==> config.mk <==
export PLATFORM = sky130hd
export DESIGN_NAME = tgt_pred_buf
export DESIGN_NICKNAME = d
export VERILOG_FILES = /design/src/rtl/tpb_pkg.sv /design/src/rtl/tpb_fill_mask.sv /design/src/rtl/tpb_first_set.sv /design/src/rtl/tpb_line_store.sv /design/src/rtl/tpb_verify.sv /design/src/rtl/tgt_pred_buf.sv
export SDC_FILE = /design/constraint.sdc
export NUM_CORES = 1
export LEC_CHECK = 0
export BUFFER_PORTS_ARGS = -buffer_cell sky130_fd_sc_hd__buf_4
export CAP_MARGIN = 20
export CORE_UTILIZATION = 25
export CTS_BUF_LIST = sky130_fd_sc_hd__clkbuf_8 sky130_fd_sc_hd__clkbuf_16
export CTS_CLUSTER_DIAMETER = 50
export DETAILED_ROUTE_END_ITERATION = 8
export PLACE_DENSITY = 0.49
export REMOVE_ABC_BUFFERS = 1
export SYNTH_ARGS = -nofsm -noshare
export SYNTH_HDL_FRONTEND = slang
export SYNTH_SLANG_ARGS = --single-unit
==> constraint.sdc <==
create_clock -name clk -period 9.2 [get_ports clk]
set_input_delay 0.46 -clock clk [delete_from_list [all_inputs] [get_ports clk]]
set_output_delay 0.46 -clock clk [all_outputs]
set_load 0.02 [all_outputs]
==> src/rtl/tpb_pkg.sv <==
// Package tpb_pkg
// Shared constants and types for the prediction side buffer.
// Assumes fixed 4-byte instructions.
package tpb_pkg;
    localparam int unsigned INSN_SHIFT = 2;

    // Outcome of comparing a prediction with the resolved branch
    typedef enum logic [1:0] {
        VERD_MATCH    = 2'd0,
        VERD_DIR_MISS = 2'd1,
        VERD_TGT_MISS = 2'd2,
        VERD_NONE     = 2'd3
    } verdict_e;
endpackage

==> src/rtl/tpb_fill_mask.sv <==
// Module tpb_fill_mask
// Computes which slots of an incoming line stay live. A slot survives
// when it is present and no lower present slot is a predicted-taken branch.
// Assumes the predicted-taken bit matters only when the branch bit is set.
module tpb_fill_mask #(
    parameter int unsigned SLOTS = 4
) (
    input  logic [SLOTS-1:0] slot_vld,
    input  logic [SLOTS-1:0] is_br,
    input  logic [SLOTS-1:0] pred_tk,
    output logic [SLOTS-1:0] live
);
    logic [SLOTS:0] taken_seen;

    assign taken_seen[0] = 1'b0;

    genvar g;
    generate
        for (g = 0; g < SLOTS; g++) begin : g_slot
            // propagate the "taken branch already seen" chain
            assign taken_seen[g+1] = taken_seen[g] | (slot_vld[g] & is_br[g] & pred_tk[g]);
            // slot is live if present and not shadowed
            assign live[g] = slot_vld[g] & ~taken_seen[g];
        end
    endgenerate
endmodule

==> src/rtl/tpb_first_set.sv <==
// Module tpb_first_set
// Priority encoder: index of the lowest set bit of a mask, and whether any is set.
// Assumes the index is don't-care when no bit is set (reported as 0).
module tpb_first_set #(
    parameter int unsigned W  = 4,
    localparam int unsigned IW = (W > 1) ? $clog2(W) : 1
) (
    input  logic [W-1:0]  mask,
    output logic [IW-1:0] idx,
    output logic          found
);
    // scan downwards so the lowest set bit wins
    always_comb begin
        idx   = '0;
        found = 1'b0;
        for (int i = W - 1; i >= 0; i--) begin
            if (mask[i]) begin
                idx   = IW'(i);
                found = 1'b1;
            end
        end
    end
endmodule

==> src/rtl/tpb_line_store.sv <==
// Module tpb_line_store
// Circular queue of LINES line entries. Each entry holds a base address and
// per-slot live, branch, predicted-taken and target fields. The head slot is
// the lowest live slot of the oldest line; popping clears it, and the line
// retires once no live slot remains. Flush empties the queue in one edge.
// Assumes push is only asserted when not full and with a nonzero live mask.
module tpb_line_store #(
    parameter int unsigned LINES = 3,
    parameter int unsigned SLOTS = 4,
    parameter int unsigned AW    = 32,
    localparam int unsigned PW   = (LINES > 1) ? $clog2(LINES) : 1,
    localparam int unsigned CW   = $clog2(LINES + 1),
    localparam int unsigned SW   = (SLOTS > 1) ? $clog2(SLOTS) : 1
) (
    input  logic                  clk,
    input  logic                  rst_n,
    input  logic                  push,
    input  logic [AW-1:0]         push_base,
    input  logic [SLOTS-1:0]      push_live,
    input  logic [SLOTS-1:0]      push_br,
    input  logic [SLOTS-1:0]      push_tk,
    input  logic [SLOTS*AW-1:0]   push_tgt,
    input  logic                  pop,
    input  logic                  flush,
    output logic                  empty,
    output logic                  full,
    output logic [AW-1:0]         head_pc,
    output logic                  head_br,
    output logic                  head_tk,
    output logic [AW-1:0]         head_tgt
);
    import tpb_pkg::*;

    logic [SLOTS-1:0]    live_q [LINES];
    logic [SLOTS-1:0]    br_q   [LINES];
    logic [SLOTS-1:0]    tk_q   [LINES];
    logic [SLOTS*AW-1:0] tgt_q  [LINES];
    logic [AW-1:0]       base_q [LINES];
    logic [PW-1:0]       wr_ptr, rd_ptr;
    logic [CW-1:0]       count;

    logic [SW-1:0]       head_idx;
    logic                head_found;
    logic [SLOTS-1:0]    head_live;
    logic [SLOTS-1:0]    head_clr;
    logic                head_retire;

    assign empty     = (count == '0);
    assign full      = (count == CW'(LINES));
    assign head_live = live_q[rd_ptr];

    tpb_first_set #(.W(SLOTS)) u_pick (
        .mask  (head_live),
        .idx   (head_idx),
        .found (head_found)
    );

    // read out the fields of the head slot
    always_comb begin
        head_br  = 1'b0;
        head_tk  = 1'b0;
        head_tgt = '0;
        for (int i = 0; i < SLOTS; i++) begin
            if (head_idx == SW'(i)) begin
                head_br  = br_q[rd_ptr][i];
                head_tk  = tk_q[rd_ptr][i];
                head_tgt = tgt_q[rd_ptr][i*AW +: AW];
            end
        end
        head_pc = base_q[rd_ptr] + (AW'(head_idx) << INSN_SHIFT);
    end

    // live mask of the head line once the popped slot is removed
    always_comb begin
        head_clr = head_live;
        for (int i = 0; i < SLOTS; i++) begin
            if (head_idx == SW'(i)) head_clr[i] = 1'b0;
        end
        head_retire = pop && head_found && (head_clr == '0);
    end

    // pointer and occupancy bookkeeping
    always_ff @(posedge clk) begin
        if (!rst_n || flush) begin
            wr_ptr <= '0;
            rd_ptr <= '0;
            count  <= '0;
        end else begin
            if (push) wr_ptr <= (wr_ptr == PW'(LINES - 1)) ? '0 : wr_ptr + 1'b1;
            if (head_retire) rd_ptr <= (rd_ptr == PW'(LINES - 1)) ? '0 : rd_ptr + 1'b1;
            if (push && !head_retire)      count <= count + 1'b1;
            else if (!push && head_retire) count <= count - 1'b1;
        end
    end

    // per-line storage: write on push, clear popped slot on issue
    genvar g;
    generate
        for (g = 0; g < LINES; g++) begin : g_line
            always_ff @(posedge clk) begin
                if (!rst_n || flush) begin
                    live_q[g] <= '0;
                    br_q[g]   <= '0;
                    tk_q[g]   <= '0;
                    tgt_q[g]  <= '0;
                    base_q[g] <= '0;
                end else if (push && wr_ptr == PW'(g)) begin
                    live_q[g] <= push_live;
                    br_q[g]   <= push_br;
                    tk_q[g]   <= push_tk;
                    tgt_q[g]  <= push_tgt;
                    base_q[g] <= push_base;
                end else if (pop && rd_ptr == PW'(g)) begin
                    live_q[g] <= head_clr;
                end
            end
        end
    endgenerate
endmodule

==> src/rtl/tpb_verify.sv <==
// Module tpb_verify
// Holds the instruction issued last cycle (the decode stage) together with
// the prediction that went with it, and compares it against the resolved
// outcome supplied by the core in that decode cycle.
// Assumes res_* are meaningful only while an instruction is in decode.
module tpb_verify #(
    parameter int unsigned AW = 32
) (
    input  logic          clk,
    input  logic          rst_n,
    input  logic          issue_fire,
    input  logic [AW-1:0] issue_pc,
    input  logic          issue_br,
    input  logic          issue_tk,
    input  logic [AW-1:0] issue_tgt,
    input  logic          res_taken,
    input  logic [AW-1:0] res_target,
    output logic          redirect_valid,
    output logic [AW-1:0] redirect_pc
);
    import tpb_pkg::*;

    logic          dec_vld;
    logic [AW-1:0] dec_pc;
    logic          dec_br;
    logic          dec_tk;
    logic [AW-1:0] dec_tgt;
    verdict_e      verdict;

    // capture the issued instruction into the decode stage
    always_ff @(posedge clk) begin
        if (!rst_n) begin
            dec_vld <= 1'b0;
            dec_pc  <= '0;
            dec_br  <= 1'b0;
            dec_tk  <= 1'b0;
            dec_tgt <= '0;
        end else begin
            dec_vld <= issue_fire;
            dec_pc  <= issue_pc;
            dec_br  <= issue_br;
            dec_tk  <= issue_tk;
            dec_tgt <= issue_tgt;
        end
    end

    // classify the decode-stage prediction against the resolved outcome
    always_comb begin
        if (!dec_vld || !dec_br)                  verdict = VERD_NONE;
        else if (dec_tk != res_taken)             verdict = VERD_DIR_MISS;
        else if (dec_tk && (dec_tgt != res_target)) verdict = VERD_TGT_MISS;
        else                                      verdict = VERD_MATCH;
    end

    // corrected address for both program counters
    always_comb begin
        redirect_valid = (verdict == VERD_DIR_MISS) || (verdict == VERD_TGT_MISS);
        redirect_pc    = res_taken ? res_target : dec_pc + (AW'(1) << INSN_SHIFT);
    end
endmodule

==> src/rtl/tgt_pred_buf.sv <==
// Module tgt_pred_buf (top)
// Per-slot prediction buffer running beside the fetch line queue. Accepts
// lines with per-slot hints, issues live slots in order with their
// prediction, checks the prediction in decode and redirects both PCs in
// the same cycle on a mismatch, flushing all buffered lines on the next edge.
// Assumes the core supplies res_* in the cycle after an issue handshake.
module tgt_pred_buf #(
    parameter int unsigned LINES = 3,
    parameter int unsigned SLOTS = 4,
    parameter int unsigned AW    = 32
) (
    input  logic                clk,
    input  logic                rst_n,
    input  logic                fill_valid,
    output logic                fill_ready,
    input  logic [AW-1:0]       fill_base_pc,
    input  logic [SLOTS-1:0]    fill_slot_vld,
    input  logic [SLOTS-1:0]    fill_is_br,
    input  logic [SLOTS-1:0]    fill_pred_tk,
    input  logic [SLOTS*AW-1:0] fill_pred_tgt,
    output logic                buf_empty,
    output logic                buf_full,
    output logic                issue_valid,
    input  logic                issue_ready,
    output logic [AW-1:0]       issue_pc,
    output logic                issue_is_br,
    output logic                issue_pred_tk,
    output logic [AW-1:0]       issue_pred_tgt,
    input  logic                res_taken,
    input  logic [AW-1:0]       res_target,
    output logic                redirect_valid,
    output logic [AW-1:0]       redirect_pc
);
    logic [SLOTS-1:0] live;
    logic             push;
    logic             issue_fire;
    logic [AW-1:0]    head_pc;
    logic             head_br;
    logic             head_tk;
    logic [AW-1:0]    head_tgt;

    tpb_fill_mask #(.SLOTS(SLOTS)) u_mask (
        .slot_vld (fill_slot_vld),
        .is_br    (fill_is_br),
        .pred_tk  (fill_pred_tk),
        .live     (live)
    );

    // accept a line only with room, no redirect, and at least one live slot
    always_comb begin
        fill_ready = !buf_full;
        push       = fill_valid && fill_ready && !redirect_valid && (live != '0);
    end

    tpb_line_store #(.LINES(LINES), .SLOTS(SLOTS), .AW(AW)) u_store (
        .clk       (clk),
        .rst_n     (rst_n),
        .push      (push),
        .push_base (fill_base_pc),
        .push_live (live),
        .push_br   (fill_is_br),
        .push_tk   (fill_pred_tk),
        .push_tgt  (fill_pred_tgt),
        .pop       (issue_fire),
        .flush     (redirect_valid),
        .empty     (buf_empty),
        .full      (buf_full),
        .head_pc   (head_pc),
        .head_br   (head_br),
        .head_tk   (head_tk),
        .head_tgt  (head_tgt)
    );

    // present the head slot with a cleaned-up prediction
    always_comb begin
        issue_valid    = !buf_empty && !redirect_valid;
        issue_fire     = issue_valid && issue_ready;
        issue_pc       = head_pc;
        issue_is_br    = head_br;
        issue_pred_tk  = head_br && head_tk;
        issue_pred_tgt = (head_br && head_tk) ? head_tgt : '0;
    end

    tpb_verify #(.AW(AW)) u_verify (
        .clk            (clk),
        .rst_n          (rst_n),
        .issue_fire     (issue_fire),
        .issue_pc       (issue_pc),
        .issue_br       (issue_is_br),
        .issue_tk       (issue_pred_tk),
        .issue_tgt      (issue_pred_tgt),
        .res_taken      (res_taken),
        .res_target     (res_target),
        .redirect_valid (redirect_valid),
        .redirect_pc    (redirect_pc)
    );
endmodule

* Word-level counts from Yosys, hierarchy flattened
Memory sizes are Yosys's and may differ from the RTL's. A register that Yosys moved wholly into a read port is not among the register bits.
Cells that the tools add are included.
W data, S select, Z words.
** Storage, ports and cells
- Register bits after elaboration :: 73
- Bits in latches :: 0
- Bits in writable memories :: 516
- Bits in read-only memories :: 0
- Input bits :: 209
- Output and inout bits :: 103
- Memories kept :: 5
** Memory list
- u_store.tgt_q :: depth 3, width 128, read ports 1, clocked after memory_dff 1, write ports 3, line tpb_line_store.sv:37 : logic [SLOTS*AW-1:0] tgt_q [LINES];
- u_store.base_q :: depth 3, width 32, read ports 1, clocked after memory_dff 1, write ports 3, line tpb_line_store.sv:38 : logic [AW-1:0] base_q [LINES];
- u_store.br_q :: depth 3, width 4, read ports 1, clocked after memory_dff 1, write ports 3, line tpb_line_store.sv:35 : logic [SLOTS-1:0] br_q [LINES];
- u_store.live_q :: depth 3, width 4, read ports 1, clocked after memory_dff 1, write ports 3, line tpb_line_store.sv:34 : logic [SLOTS-1:0] live_q [LINES];
- u_store.tk_q :: depth 3, width 4, read ports 1, clocked after memory_dff 1, write ports 3, line tpb_line_store.sv:36 : logic [SLOTS-1:0] tk_q [LINES];
** Cells by class
- $add $sub $neg :: 6
- Multiply operators :: 0
- Div/mod/pow operators :: 0
- $lt $le $gt $ge :: 0
- Eq/ne operators :: 12
- Shift-type cells :: 0
- Multiplexer cells :: 84
- Bitwise gates (word level) :: 32
- Reductions and logical operators :: 35
** Operators with widths (number)
- $mux W128 :: 3
- $mux W32 :: 9
- $mux W4 :: 12
- $mux W2 :: 21
- $mux W1 :: 39
- $add A32 B3 Y32 const B :: 1
- $add A32 B4 Y32 :: 1
- $ne A32 B32 Y1 :: 1
- $or A1 B1 Y1 :: 20
- $logic_and A1 B1 Y1 :: 17
- $eq A2 B2 Y1 const B :: 6
- $and A1 B1 Y1 :: 9
- $eq A2 B1 Y1 const B :: 4
- $logic_not A1 Y1 :: 8
- $logic_not A2 Y1 :: 4
- $add A2 B1 Y2 const B :: 3
- $logic_not A4 Y1 :: 1
- $reduce_bool A4 Y1 :: 1
- $logic_or A1 B1 Y1 :: 3
- $not A1 Y1 :: 3
- $reduce_bool A2 Y1 :: 1
- $sub A2 B1 Y2 const B :: 1
- $ne A1 B1 Y1 :: 1

* Logic depth before layout (Yosys ltp)
Gate-level depths: netlist (run 1).
- Depth after elaboration :: 16
- Mapped depth :: 16

* Hierarchy
Synthesis (run 1) repeated with hierarchy kept, for this count alone.
** Second synthesis, totals
- Cell total of the unflattened synthesis :: 2089
- Area total of the unflattened synthesis :: 27597.7 um2
** By module, submodules not included
- tpb_line_store :: times used 1, cells an instance 1696, area each 24145.7 um2, seq. area each 15655.0 um2
- tpb_verify :: times used 1, cells an instance 335, area each 3070.4 um2, seq. area each 1341.3 um2
- tgt_pred_buf :: times used 1, cells an instance 44, area each 294.0 um2, seq. area each 0.0 um2
- tpb_fill_mask :: times used 1, cells an instance 7, area each 52.6 um2, seq. area each 0.0 um2
- tpb_first_set :: times used 1, cells an instance 7, area each 35.0 um2, seq. area each 0.0 um2

* Worst setup path before layout (run 1)
Ideal clock, no wire load.
- Path kind :: input port to flip-flop
- Start point :: input res_target[1]
- End point :: memory u_store.base_q[0][0] (enable)
- Data arrival time :: 5.574 ns
- Data required time :: 7.407 ns
- Setup slack :: 1.833 ns
- Cell stages on the path :: 7
- Path buffers :: 1
- Cell sequence :: xor2_1 -> nor4_1 -> nand4_1 -> nor3b_1 -> or2_2 -> clkbuf_1 -> nand3_1
** RTL lines
- from (decl) :: line tgt_pred_buf.sv:30 : input logic [AW-1:0] res_target,
- to (decl) :: line tpb_line_store.sv:38

==> results of run 1 <==
[logic make-up (layout without fill, tap and decap cells)]
family	Yosys count	in the layout	synth area share
muxes	255	255	0.0922
DFF	591	591	0.597
other	0	2	0
and+or+nand+nor	968	968	0.193
adders and majority gates	5	5	0.00246
buffers and inverters	176	526	0.0293
AOI/OAI and AO/OA	288	288	0.0608
xor gates and xnor gates	81	81	0.0249
[cell type report]
class	count	area (sq um)	share of cell area
flip-flops and latches	591	17000	0.480
multi-input cells	1597	10700	0.303
repair buffers	347	2630	0.0743
clock buffers	100	2450	0.0691
well taps	1500	1880	0.0530
clock inverters	68	667	0.0188
inverters	11	41.3	0.00117
diodes	2	5.00	0.000141
[stage by stage]
stage | total power (uW) | setup TNS, ns | setup WS [ns] | cell area, sq um
after floorplan | 5030 | -526.73 | -4.52 | 27700
after global placement | 6110 | 0 | 3.86 | 32300
after detailed placement | 6110 | 0 | 3.81 | 32300
after CTS | 9660 | 0 | 3.07 | 35400
after global routing | 9930 | 0 | 2.91 | 35400
final | 9520 | 0 | 3.30 | 35400
[layout by cell type, fill, tap and decap left out, types with 49 or more instances in the layout]
cell type and n:
nor2_1 70, edfxtp_1 516, o21ai_0 106, mux2i_1 207, a21oi_1 56, and2_1 530
clkbuf_16 95, xor2_1 49, nand2_1 181, buf_4 345, dfxtp_1 73
[sequential cells by signal, indices dropped and copies added (netlist names), 2 cells and up, named ones only]
register	count
u_store.tgt_q	384
u_store.base_q	96
u_verify.dec_pc	32
u_verify.dec_tgt	32
u_store.br_q	12
u_store.live_q	12
u_store.tk_q	12
u_store.count	2
u_store.rd_ptr	2
u_store.wr_ptr	2
[final timing paths]
kind                           from                   end  slack (ns)
setup / recovery               flop          issue_pc[27]        3.30
hold / removal    fill_pred_tgt[91]  u_store.tgt_q[1][91]        0.09
setup reg to reg               flop   u_verify.dec_tgt[2]        4.21
hold reg to reg   u_store.wr_ptr[1]     u_store.wr_ptr[1]        0.51
[per-layer routing]
layer,part of all wire,up-vias,track usage,routed length (microns)
met3,0.066,138,0.0414,6320
met2,0.47,537,0.265,44600
met5,0.0017,-,0,161
li1,-,9075,-,-
met1,0.44,9309,0.211,41900
met4,0.024,22,0.0518,2320
[power by group through the flow]
stage,combinational (uW),sequential (uW),clock [uW]
floorplan,1500,3530,0
global placement,2640,3470,0
detailed placement,2640,3470,0
CTS,2650,3420,3600
global route,2790,3450,3700
finish,2600,3410,3510
[worst register-to-register path, delay by kind of cell (launching register included)]
family | cells | cell delay, ns
simple gates | 2 | 2.01
mux | 1 | 0.38
flops | 1 | 0.90
compound gates | 2 | 0.33
buf+inv | 3 | 1.17
==> impl_metrics.env, run 1 <==
export IMPL_yosys_most_used_dff="edfxtp_1"
export IMPL_syn_area_sq_um=28500
export IMPL_path_depth=12
export IMPL_setup_viol=0
export IMPL_ys_async_sr_fraction=0
export IMPL_grtUsageTotal=0.163
export IMPL_ys_types=73
export IMPL_vias=19100
export IMPL_fin_crit_sh=0.642
export IMPL_grt_pass1_wl_microns=136000
export IMPL_worst_pin_slew_ns=1.10
export IMPL_hold_path_depth=2
export IMPL_arrival_ns=5.44
export IMPL_nets=2853
export IMPL_cp_end_kind="output port"
export IMPL_core_area_sq_um=113000
export IMPL_crit_buf_inv=2
export IMPL_cts_buffer_depth=3
export IMPL_crit_path_top_delay_cell="dfxtp_4"
export IMPL_grt_max_degree=134
export IMPL_die_w_microns=339
export IMPL_ir_worst_vdd_mv=0.158
export IMPL_ant_nets=0
export IMPL_fin_util=0.314
export IMPL_synthTopCellsByArea="edfxtp_1 (54%), and2_1 (12%), mux2i_1 (7.3%)"
export IMPL_path_class="reg2out"
export IMPL_clk_transition_reported_paths_ns=0.06
export IMPL_seq_area_frac_synth=0.597
export IMPL_cts_root_buf="clkbuf_16"
export IMPL_wl_per_cell_microns=22.6
export IMPL_grt_pass1_vias=19200
export IMPL_cpLargestDelayFamily="simple AND/OR/NAND/NOR gates"
export IMPL_fp_dieH_microns=339
export IMPL_power_switching_uw=3200
export IMPL_clkLatencyLatePin_ns=0.66
export IMPL_synth_seq_cells=591
export IMPL_intPower_uw=6320
export IMPL_rsz0062_at_grt="false"
export IMPL_switching_share=0.336
export IMPL_fin_worst_skew_ns=0.0288
export IMPL_vias_per_cell=4.53
export IMPL_synthCells=2364
export IMPL_antenna_found_initial=20
export IMPL_holdWs_ns=0.0896
export IMPL_die_area_sq_um=115000
export IMPL_clockPowerShare=0.369
export IMPL_fill_cells=11500
export IMPL_wl_microns=95300
export IMPL_clock_fmax_mhz=169
export IMPL_cts_buffers=91
export IMPL_yosysTopAreaCell="edfxtp_1"
export IMPL_initial_core_util=0.253
export IMPL_combPwrFrac=0.273
export IMPL_dr_pass1_iters=5
export IMPL_cpPeakStageDelay_ns=0.90
export IMPL_yosys_warnings=0
export IMPL_placedCellCount=4046
export IMPL_crit_path_max_fanout=44
export IMPL_fin_cells=4216
export IMPL_power_density_nw_per_um2=269
export IMPL_yosysMostFrequentCell="and2_1"
export IMPL_cts_setup_buffers=0
export IMPL_cp_start_kind="flop"
export IMPL_cp_required_ns=8.74
export IMPL_status="finished, final reports clean"
export IMPL_drive_above_1_share=0.211
export IMPL_io_buffers=311
export IMPL_report_final_hold_viol_count=0
export IMPL_hp_class="in2reg"
export IMPL_h_tree_depth=3
export IMPL_leakagePower_uw=0.0130
export IMPL_gp_congestion=0.805
export IMPL_cts_sinks=591
export IMPL_maxSlewViolCount=0
export IMPL_grt_overflow=0
export IMPL_rows=123
export IMPL_rr_worst_depth=8
export IMPL_seqPwrFrac=0.358
export IMPL_yosys_top_cells_count="and2_1 (530), edfxtp_1 (516), mux2i_1 (207), nand2_1 (181), o21ai_0 (107)"
export IMPL_crit_top_cell="buf_4"
export IMPL_drv_cap=0
export IMPL_pin_count=312
export IMPL_drc=0
export IMPL_slew_headroom=0.267
export IMPL_postCtsHoldBufs=0
export IMPL_cts_resized=0
export IMPL_crit_chain="mux2i_1 > o21ai_4 > buf_4 > nor3_1 > ha_1 > a21o_1 > o211ai_1 > and4b_1 > nand4_2 > or4_1 > nand2_1 > buf_4"
export IMPL_cts_tree="built"
export IMPL_yosys_area_top_type_share=0.544
export IMPL_syn_avg_cell_area_sq_um=12.0
export IMPL_finalWorstPathRequiredPeriod_ns=5.90
export IMPL_drt_iter0_drc=1200
export IMPL_hpwl_microns=61100
export IMPL_area_delta_synth_final_pct=24.4
export IMPL_synth_edff_count=516
Power figures use the tool's default switching activity.
==> run 2: changes to the inputs <==
==> constraint.sdc (replaced) <==
create_clock -name clk -period 5.9 [get_ports clk]
set_input_delay 0.295 -clock clk [delete_from_list [all_inputs] [get_ports clk]]
set_output_delay 0.295 -clock clk [all_outputs]
set_load 0.02 [all_outputs]
==> run 2 against run 1 <==
First-iteration DRC count is 4.8% lower. Clock skew is 0.0042 ns lower. Global-route usage is 0.051 points lower. Die area stayed put. Worst hold slack better by 0.019 ns. Count of clock-buffer cells in the layout stayed put. Sequential share of layout area is 2.1 points lower. Cell area is 4.5% higher. Register-to-register slack worse by 2.4 ns. Core utilization is 1.4 points higher. Final cell count is 4.2% higher. Setup slack worse by 2.2 ns. Critical path type unchanged.
==> impl_metrics.env, run 2 (same netlist as run 1, synthesis figures left out) <==
export IMPL_fp_dieH_microns=339
export IMPL_use_met1=0.216
export IMPL_placedCellCount=4052
export IMPL_status="finished, final reports clean"
export IMPL_grt_busiest_layer="met2"
export IMPL_top_register="u_store.tgt_q"
export IMPL_crit_path_top_delay_cell="dfxtp_4"
export IMPL_cts_root_buf="clkbuf_16"
export IMPL_wl_per_cell_microns=21.8
export IMPL_cts_resized=0
export IMPL_crit_chain="mux2i_1 > o21ai_0 > nor2_1 > nor3_1 > ha_1 > a21o_1 > o211ai_1 > and4b_1 > nand4_2 > or4_1 > nand2_1 > buf_4"
export IMPL_slew_headroom=0.267
export IMPL_largest_reg_flops=384
export IMPL_cts_buffers=89
export IMPL_grtUsageTotal=0.163
export IMPL_drv_cap=0
export IMPL_area_delta_synth_final_pct=30.0
export IMPL_arrival_ns=4.54
export IMPL_drt_iter0_drc=1142
export IMPL_grt_overflow=0
export IMPL_fin_crit_sh=0.820
export IMPL_cts_tree="built"
export IMPL_gp_congestion=0.797
export IMPL_cpPeakStageDelay_ns=0.76
export IMPL_setup_viol=0
export IMPL_power_density_nw_per_um2=393
export IMPL_rsz0062_at_grt="false"
export IMPL_clkLatencyLatePin_ns=0.65
export IMPL_wl_microns=95600
export IMPL_die_area_sq_um=115000
export IMPL_antenna_found_initial=13
export IMPL_grt_max_degree=167
export IMPL_initial_core_util=0.253
export IMPL_report_final_hold_viol_count=0
export IMPL_path_class="reg2out"
export IMPL_ir_worst_vdd_mv=0.244
export IMPL_die_w_microns=339
export IMPL_cp_end_kind="output port"
export IMPL_post_place_ws_ns=1.63
export IMPL_hp_class="in2reg"
export IMPL_drive_above_1_share=0.200
export IMPL_final_common_cell="and2_1"
export IMPL_vias_per_cell=4.46
export IMPL_finalWorstPathRequiredPeriod_ns=4.84
export IMPL_cts_sinks=591
export IMPL_maxSlewViolCount=0
export IMPL_fin_cells=4393
export IMPL_grt_pass1_wl_microns=137000
export IMPL_hpwl_microns=62200
export IMPL_worst_pin_slew_ns=1.09
export IMPL_fill_cells=11400
export IMPL_fin_worst_skew_ns=0.0246
export IMPL_met2_usage=0.269
export IMPL_reg_top3="u_store.tgt_q x384, u_store.base_q x96"
export IMPL_layout_cells_most_common_list="and2_1 (530), edfxtp_1 (516), buf_4 (342), mux2i_1 (207), nand2_1 (181)"
export IMPL_nets=3026
export IMPL_grt_pass1_vias=19600
export IMPL_holdWs_ns=0.108
export IMPL_dr_pass1_iters=5
export IMPL_cp_required_ns=5.61
export IMPL_h_tree_depth=3
export IMPL_drc=0
export IMPL_clk_transition_reported_paths_ns=0.05
export IMPL_rows=123
export IMPL_met3_usage=0.0349
export IMPL_pin_count=312
export IMPL_core_area_sq_um=113000
export IMPL_vias=19600
export IMPL_leakagePower_uw=0.0137
export IMPL_cts_buffer_depth=3
export IMPL_setup_ws_ns=1.06
export IMPL_clock_fmax_mhz=207
export IMPL_crit_path_max_fanout=32
export IMPL_ant_nets=0
export IMPL_io_buffers=311
export IMPL_cp_start_kind="flop"
==> run 2: cell type report <==
class                      instances  area (sq um)  area share
antenna                            4          10.0    0.000270
multi-input combinational       1597         10700       0.290
sequential                       591         17000       0.459
clock buffer                     100          2420      0.0655
clock inverter                    68           479      0.0129
tap                             1500          1880      0.0507
inverter                          11          41.3     0.00112
timing repair buffer             522          4430       0.120
==> run 2: timing repair <==
action	CTS	global route
setup buffers	0	0
hold endpoints to repair	507	0
setup endpoints to repair	0	0
hold buffers	169	0
==> run 2: routing by layer <==
metal	vias up	routed length (microns)
li1	9411	-
met1	9536	43100
met2	528	45300
met3	112	5430
met4	6	1640
met5	-	44
==> run 2: per-stage QoR <==
stage	total power, uW	cell area (sq um)	utilization	setup TNS (ns)
floorplan	7850	27700	-	-1572.36
global placement	9500	32400	0.288	0
detailed placement	9510	32400	0.288	0
CTS	14700	37000	0.328	0
global route	15200	37000	0.329	0
finish	14600	37000	0.329	0
==> run 2: path summary, 6_finish.rpt <==
check        slack, ns                     to                 start  depth (start not counted)
min               0.11       u_verify.dec_vld           issue_ready                          3
max               1.06           issue_pc[27]                  flop                         12
min reg2reg       0.50      u_store.wr_ptr[1]     u_store.wr_ptr[1]                          2
max reg2reg       1.81  u_store.tgt_q[2][105]  u_verify.dec_tgt[23]                          8
==> run 2: worst max-delay path: cells and delay by family, from the launching register on <==
kind | cells | cell delay [ns]
simple gates | 6 | 1.85
mux | 1 | 0.20
flops | 1 | 0.76
fa+ha+maj | 1 | 0.22
compound gates | 3 | 0.68
buf+inv | 1 | 0.14
==> run 2: power breakdown <==
group          internal, uW  switching (uW)  total (uW)
Clock                  3060            2030        5090
Sequential             5100             202        5300
Combinational          1420            2750        4170
